[config.mk]
export PLATFORM = sky130hd
export DESIGN_NAME = safe_softmax3
export DESIGN_NICKNAME = d
export VERILOG_FILES = /design/src/rtl/safe_softmax3.sv
export SDC_FILE = /design/constraint.sdc
export NUM_CORES = 2
export LEC_CHECK = 0
export BUFFER_PORTS_ARGS = -buffer_cell sky130_fd_sc_hd__buf_2
export CAP_MARGIN = 10
export CORE_MARGIN = 2
export CORE_UTILIZATION = 48
export CTS_BUF_LIST = sky130_fd_sc_hd__clkbuf_16
export DETAILED_ROUTE_END_ITERATION = 8
export HOLD_SLACK_MARGIN = 0.05
export PLACE_DENSITY = 0.64
export SYNTH_ARGS = -nofsm -noshare
export SYNTH_HDL_FRONTEND = slang
export SYNTH_SLANG_ARGS = --single-unit
[constraint.sdc]
create_clock -name clk -period 102.2 [get_ports clk]
set_clock_uncertainty 0.05 [all_clocks]
set_input_delay 30.66 -clock clk [delete_from_list [all_inputs] [get_ports clk]]
set_output_delay 30.66 -clock clk [all_outputs]
set_load 0.01 [all_outputs]
[src/rtl/safe_softmax3.sv]
module safe_softmax3 #(
  parameter int N    = 8,
  parameter int DW   = 16,
  parameter int FRAC = 8,
  parameter int OW   = 16
) (
  input  logic                 clk,
  input  logic                 rst_n,
  input  logic                 in_valid,
  output logic                 in_ready,
  input  logic signed [DW-1:0] in_data,
  output logic                 out_valid,
  input  logic                 out_ready,
  output logic [OW-1:0]        out_data,
  output logic                 out_last
);
  localparam int CW  = (N > 1) ? $clog2(N) : 1;
  localparam int EF  = OW - 1;
  localparam int EW  = OW;
  localparam int SW  = EW + CW + 1;
  localparam int K   = 2 * EF + 2;
  localparam int RW  = EF + 3;
  localparam int DCW = $clog2(K + 1);
  localparam int NW  = DW + 2 - FRAC;
  localparam int PW  = DW + 17;
  localparam logic [15:0] LOG2E = 16'd47274;
  localparam logic [15:0] CA    = 16'd43025;
  localparam logic [15:0] CB    = 16'd22511;
  localparam logic signed [DW-1:0] MINV = {1'b1, {(DW-1){1'b0}}};

  typedef enum logic [2:0] {IDLE, LOAD, MAX, SUM, RECIP, NORM, DONE} st_t;
  st_t st;

  logic signed [DW-1:0] mem [N];
  logic signed [DW-1:0] mx, rd;
  logic [CW-1:0]  cnt;
  logic [SW-1:0]  sum, rem;
  logic [RW-1:0]  rcp;
  logic [DCW-1:0] dcnt;
  logic           at_end;

  assign rd     = mem[cnt];
  assign at_end = (cnt == CW'(N - 1));

  logic [DW:0]    tdiff;
  logic [PW-1:0]  prod;
  logic [NW-1:0]  nint;
  logic [15:0]    frac;
  logic [16:0]    g, inner;
  logic [32:0]    bg;
  logic [33:0]    gi;
  logic [17:0]    pw2, shifted;
  logic [5:0]     sh;
  logic [EW-1:0]  ex;

  assign tdiff = {mx[DW-1], mx} - {rd[DW-1], rd};
  assign prod  = {16'b0, tdiff} * {{(DW+1){1'b0}}, LOG2E};
  assign nint  = prod[PW-1:FRAC+15];
  assign frac  = prod[FRAC+14:FRAC-1];
  assign g     = 17'h10000 - {1'b0, frac};
  assign bg    = {17'b0, CB} * {16'b0, g};
  assign inner = {1'b0, CA} + bg[32:16];
  assign gi    = {17'b0, g} * {17'b0, inner};
  assign pw2   = 18'h10000 + gi[33:16];
  assign sh    = 6'(nint[4:0]) + 6'(17 - EF);
  assign shifted = pw2 >> sh;
  assign ex    = (nint > NW'(20)) ? '0 : shifted[EW-1:0];

  logic [SW:0]       trial;
  logic              ge;
  logic [EW+RW-1:0]  scaled;

  assign trial  = {rem, (dcnt == '0)};
  assign ge     = trial >= {1'b0, sum};
  assign scaled = {{RW{1'b0}}, ex} * {{EW{1'b0}}, rcp};

  assign in_ready  = (st == IDLE) || (st == LOAD);
  assign out_valid = (st == NORM);
  assign out_last  = (st == NORM) && at_end;
  assign out_data  = (st == NORM) ? scaled[EF+2+OW-1:EF+2] : '0;

  always_ff @(posedge clk) begin
    if (in_ready && in_valid) mem[cnt] <= in_data;
  end

  always_ff @(posedge clk or negedge rst_n) begin
    if (!rst_n) begin
      st   <= IDLE;
      cnt  <= '0;
      mx   <= MINV;
      sum  <= '0;
      rem  <= '0;
      rcp  <= '0;
      dcnt <= '0;
    end else begin
      unique case (st)
        IDLE, LOAD: if (in_valid) begin
          if (at_end) begin
            st  <= MAX;
            cnt <= '0;
            mx  <= MINV;
          end else begin
            st  <= LOAD;
            cnt <= cnt + 1'b1;
          end
        end
        MAX: begin
          mx <= (rd > mx) ? rd : mx;
          if (at_end) begin
            st  <= SUM;
            cnt <= '0;
            sum <= '0;
          end else cnt <= cnt + 1'b1;
        end
        SUM: begin
          sum <= sum + SW'(ex);
          if (at_end) begin
            st   <= RECIP;
            cnt  <= '0;
            dcnt <= '0;
            rem  <= '0;
            rcp  <= '0;
          end else cnt <= cnt + 1'b1;
        end
        RECIP: begin
          rem  <= ge ? SW'(trial - {1'b0, sum}) : trial[SW-1:0];
          rcp  <= {rcp[RW-2:0], ge};
          dcnt <= dcnt + 1'b1;
          if (dcnt == DCW'(K)) st <= NORM;
        end
        NORM: if (out_ready) begin
          if (at_end) begin
            st  <= DONE;
            cnt <= '0;
          end else cnt <= cnt + 1'b1;
        end
        DONE: st <= IDLE;
        default: st <= IDLE;
      endcase
    end
  end
endmodule


Word-level counts from Yosys, hierarchy flattened:

Memory sizes are Yosys's and may differ from the RTL's.
Cells that the tools add are included.

* register bits: 86
* bits in writable memories: 128
* input port bits: 20
* memories kept: 1

Memories
* mem: words 8, bits a word 16, rd ports 1, clocked after Yosys merged registers in 0, write ports 1, RTL line 34 `logic signed [DW-1:0] mem [N];`

* add/subtract/negate cells: 9
* multiply operators: 4
* magnitude comparators: 3
* eq/ne operators: 15
* shift-type cells: 1
* muxes and demuxes: 28
* reduce and logical (&&, ||, !) cells: 16

Operators by type and width (count)
* $mux W16: 5
* $pmux W20 S2: 2
* $mux W20: 2
* $pmux W18 S2: 1
* $mul A17 B17 Y34: 1
* $mul A16 B18 Y33: 1
* $mul A15 B17 Y32 const A: 1
* $mul A17 B15 Y32 const B: 1
* $pmux W16 S2: 1
* $mux W3: 9
* $ge A21 B20 Y1: 1
* $add A20 B16 Y20: 1
* $sub A20 B20 Y20: 1
* $add A17 B18 Y18 const A: 1
* $mux W18: 1
* $shr A18 B6 Y16: 1
* $add A16 B16 Y17 const A: 1
* $sub A16 B16 Y17: 1
* $sub A17 B16 Y17 const A: 1
* $gt A16 B16 Y1: 1
* $pmux W3 S5: 1
* $ne A2 B2 Y1 const B: 6
* $pmux W6 S2: 1
* $gt A10 B5 Y1 const B: 1
* other kinds (23): 33

Logic depth before layout (Yosys ltp):

An unclocked memory read counts as a cell.

* word-level depth: 12
* gate-level depth with buffers: 121
* gate-level depth less buffers: 115

Worst setup path after synthesis:

No wires, ideal clock.

* path type: reg2out
* from: reg cnt[2]
* to: out out_data[12]
* arrival: 27.418 ns
* data required time: 71.490 ns
* path slack: 44.072 ns
* stages on the path, launching flop included: 112
* cells stage by stage: dfrtp_1 > clkbuf_1 > nor3b_1 > clkbuf_1 > a22oi_1 > nand4_1 > ha_1 > inv_1 > fa_1 > nand2_1 > nand2_1 > a21oi_1 > o21ai_0 > a21oi_1 > o21bai_1 > a21oi_1 > o21bai_1 > a21oi_1 > [76 not listed] > fa_1 > fa_1 > inv_1 > fa_1 > fa_1 > inv_1 > fa_1 > inv_1 > ha_1 > a21o_1 > a21o_1 > a21o_1 > a21o_1 > a21o_1 > a21oi_1 > nand2_1 > a31oi_1 > mux2i_1

* longest elaborated chain between the ends: 12
* elaborated cells between the ends (all ways): 14
* classes of those cells: 5 x add/sub; 4 x mul; 1 x order compare; 1 x shift; 2 x mux; 1 x memory

Ends and longest elaborated chain
* start: declaration: RTL line 36 `logic [CW-1:0] cnt;`
* start signal: assignment: RTL line 104 `cnt <= cnt + 1'b1;`
* start signal: assignment: RTL line 113 `end else cnt <= cnt + 1'b1;`
* start signal: assignment: RTL line 123 `end else cnt <= cnt + 1'b1;`
* $mem_v2 Z8 W16 (*)
* $sub A16 B16 Y17 (*): RTL line 56 `assign tdiff = {mx[DW-1], mx} - {rd[DW-1], rd};`
* $mul A17 B15 Y32 (*): RTL line 57 `assign prod = {16'b0, tdiff} * {{(DW+1){1'b0}}, LOG2E};`
* $sub A17 B16 Y17: RTL line 60 `assign g = 17'h10000 - {1'b0, frac};`
* $mul A15 B17 Y32: RTL line 61 `assign bg = {17'b0, CB} * {16'b0, g};`
* $add A16 B16 Y17: RTL line 62 `assign inner = {1'b0, CA} + bg[32:16];`
* $mul A17 B17 Y34: RTL line 63 `assign gi = {17'b0, g} * {17'b0, inner};`
* $add A17 B18 Y18: RTL line 64 `assign pw2 = 18'h10000 + gi[33:16];`
* $shr A18 B6 Y16: RTL line 66 `assign shifted = pw2 >> sh;`
* $mux W16 (*): RTL line 67 `assign ex = (nint > NW'(20)) ? '0 : shifted[EW-1:0];`
* $mul A16 B18 Y33 (*): RTL line 75 `assign scaled = {{RW{1'b0}}, ex} * {{EW{1'b0}}, rcp};`
* $mux W16 (*): RTL line 80 `assign out_data = (st == NORM) ? scaled[EF+2+OW-1:EF+2] : '0;`
* end: declaration: RTL line 14 `output logic [OW-1:0] out_data,`

Mark *: on every way between the ends. The rest lies on a longest branch, timed or not.

Final worst setup path:

* from: reg cnt[1]
* to: out out_data[12]

Same word-level chain as after synthesis.

==> results.txt <==
Final hold vios = 0
Row Count = 106
Hold buffers post-CTS = 0
Fillers = 7917
Multi-input gate area = 31100 sq um
Ant diodes = 0
Avg Cell Area, Syn = 9.27 sq um
Measured slew at the worst slew-check pin = 1200 ps
Largest net degree at the start of global routing = 45
Final setup vio count = 0
Vias per cell = 5.50
Crit path kind = register to primary output
Final WL = 101 mm
Die Area = 87100 sq um
HP Class = register to register
Wirelength per Cell = 18.4 um
Global placer's final weighted congestion = 0.891
Register bit total from synthesis = 214
Core area = 83800 sq um
Post-synthesis net count = 5558
Critical-path top delay cell = xor2_1
Post-synth top area share = 0.315
Post-route ant nets = 0
Worst Setup End Kind = primary output
Met3 WL = 5.14 mm
RSZ-0062 raised after global routing = no
# nets final = 5521
Asr flop ratio synth = 0.402
Post-CTS sizing = 0
Initial antenna violation count = 1
Syn. warnings = 0
Clk sink count = 214
GRT Total Usage = 0.243
Met2 WL post-DR = 48.8 mm
Post CTS Setup Buffer Count = 0
Vias in the first global route = 31900
Max_cap viols = 0
Starting Density = 0.485
Seq/Total Area, Yosys = 0.147
Sequential cell area = 6000 sq um
Status = finished clean
TritonCTS buffer count = 21
GRT overflow = 0
Initial detailed-routing violation count = 1799
Post-Syn Instances = 4389
DR top layer = met5
Port-buffer cells = 38
Yosys top cell by area = fa_1
Critical path fanouts, max = 21
DRC Markers = 0
Layout cell share with drive strength beyond 1 = 0.0431
Area Growth Syn to Fin = 5.28%
CTS root buf = clkbuf_16
Top cells by area, synth = fa_1 32%, ha_1 16%, edfxtp_1 9.5%
Slew Limit Fails = 0
Req. time, crit path = 71490 ps
Chip height = 295 um
Die X-Extent = 295 um
Post-synth EDFFs = 128
Post-synth top flop = edfxtp_1
Crit path time final = 62890 ps
Setup tns final = 0 ps
Setup crit start kind = register
Cell mode on critical path = fa_1
Reg clk slew, reported paths = 70 ps
Rel. slew slack = 0.195
DR vias = 30200
Post-Syn Area = 40700 sq um
H-tree levels = 1
Highest clock rate = 0.0159 GHz
Cell variety after synth = 90
CTS tree = yes
Drt pass-1 iters = 5
Ports = 39
WP data arrival = 32180 ps
Crit share post-route = 0.615
Met1 Wirelength = 45.2 mm
First-pass GRT wire length = 170 mm
Post-detail-place hpwl = 79.8 mm
Clk buf depth = 3
Worst path max stage delay = 960 ps
Clk_lat worst skew = 510 ps
==> cells in the final DEF (no fill, tap or decap), types with 22 or more instances in the layout <==
cell type / count
o21a_1: 26
and2_1: 181
nand4_1: 23
a22oi_1: 38
nand2b_1: 28
o21ai_0: 129
dfrtp_1: 85
buf_4: 51
nor2_1: 151
a21o_1: 56
mux2i_1: 27
fa_1: 640
a211oi_1: 22
inv_1: 851
edfxtp_1: 128
ha_1: 509
a21oi_1: 135
xor2_1: 57
buf_2: 37
nor3_1: 43
and3_1: 71
nand2_1: 567
nand3_1: 68
o211ai_1: 24
xnor2_1: 72
==> Yosys cell counts (27+ instances only) <==
cell      instances
a21o_1           56
a21oi_1         136
a22oi_1          38
and2_1          181
and3_1           71
clkbuf_1        135
dfrtp_1          85
edfxtp_1        128
fa_1            640
ha_1            509
inv_1           846
mux2i_1          27
nand2_1         567
nand2b_1         28
nand3_1          68
nor2_1          151
nor3_1           46
o21ai_0         130
xnor2_1          80
xor2_1           62
==> kinds of logic after synthesis <==
| logic type | after synthesis | share of synthesized area |
|---|---|---|
| flops | 214 | 0.147 |
| buf+inv | 995 | 0.0924 |
| simple gates | 1226 | 0.143 |
| compound gates | 614 | 0.101 |
| mux | 49 | 0.0133 |
| fa+ha+maj | 1149 | 0.472 |
| xor+xnor | 142 | 0.0306 |
==> flip-flops by register name (all words and copies together) (netlist names) <==
register	cells
sum	20
rcp	18
dcnt	6
st	3
rem	20
mem	128
mx	16
cnt	3
==> final timing paths <==
check | from | slack [ps] | cells past startpoint | to
max | cnt[1] | 39310 | 107 | out_data[12]
min | sum[19] | 440 | 1 | sum[19]
max reg2reg | cnt[1] | 73210 | 102 | sum[18]
min reg2reg | sum[19] | 440 | 1 | sum[19]
max in group asynchronous | rst_n | 70970 | 2 | dcnt[0]
min in group asynchronous | rst_n | 30120 | 1 | sum[9]
==> through the flow <==
stage	std cells	hold WS [ps]	worst slack (ps)	cell area [sq um]	util
floorplan	4389	389	44070	40700	-
global placement	5463	405	40770	42200	0.504
detailed placement	5463	417	40150	42200	0.504
CTS	5499	434	39550	42800	0.511
global route	5499	468	37180	42800	0.511
finish	5499	435	39310	42800	0.511
==> metal layers <==
| layer | track usage | vias to the layer above |
|---|---|---|
| met3 | 0.0183 | 120 |
| met4 | 0.0484 | 2 |
| met1 | 0.338 | 15200 |
| li1 | - | 14100 |
| met5 | 0 | - |
| met2 | 0.418 | 773 |
==> worst max-delay path, delay by kind of cell (launching register included) <==
| family | cells | cell delay [ps] |
|---|---|---|
| AOI/OAI and AO/OA | 38 | 8250 |
| DFF | 1 | 550 |
| muxes | 2 | 570 |
| adders and majority gates | 30 | 13260 |
| and+or+nand+nor | 16 | 5250 |
| xor gates and xnor gates | 5 | 2310 |
| buffers and inverters | 16 | 1440 |
==> area by class of cell <==
cell class	count	area share
clock buffers	21	0.0123
inverters	847	0.0743
well taps	1134	0.0331
clock inverters	15	0.00167
multi-input cells	3180	0.725
flip-flops and latches	214	0.140
repair buffers	88	0.0133
Power is not shown: default switching activity piles up to over one toggle a cycle in this logic, so the estimate is an artifact.
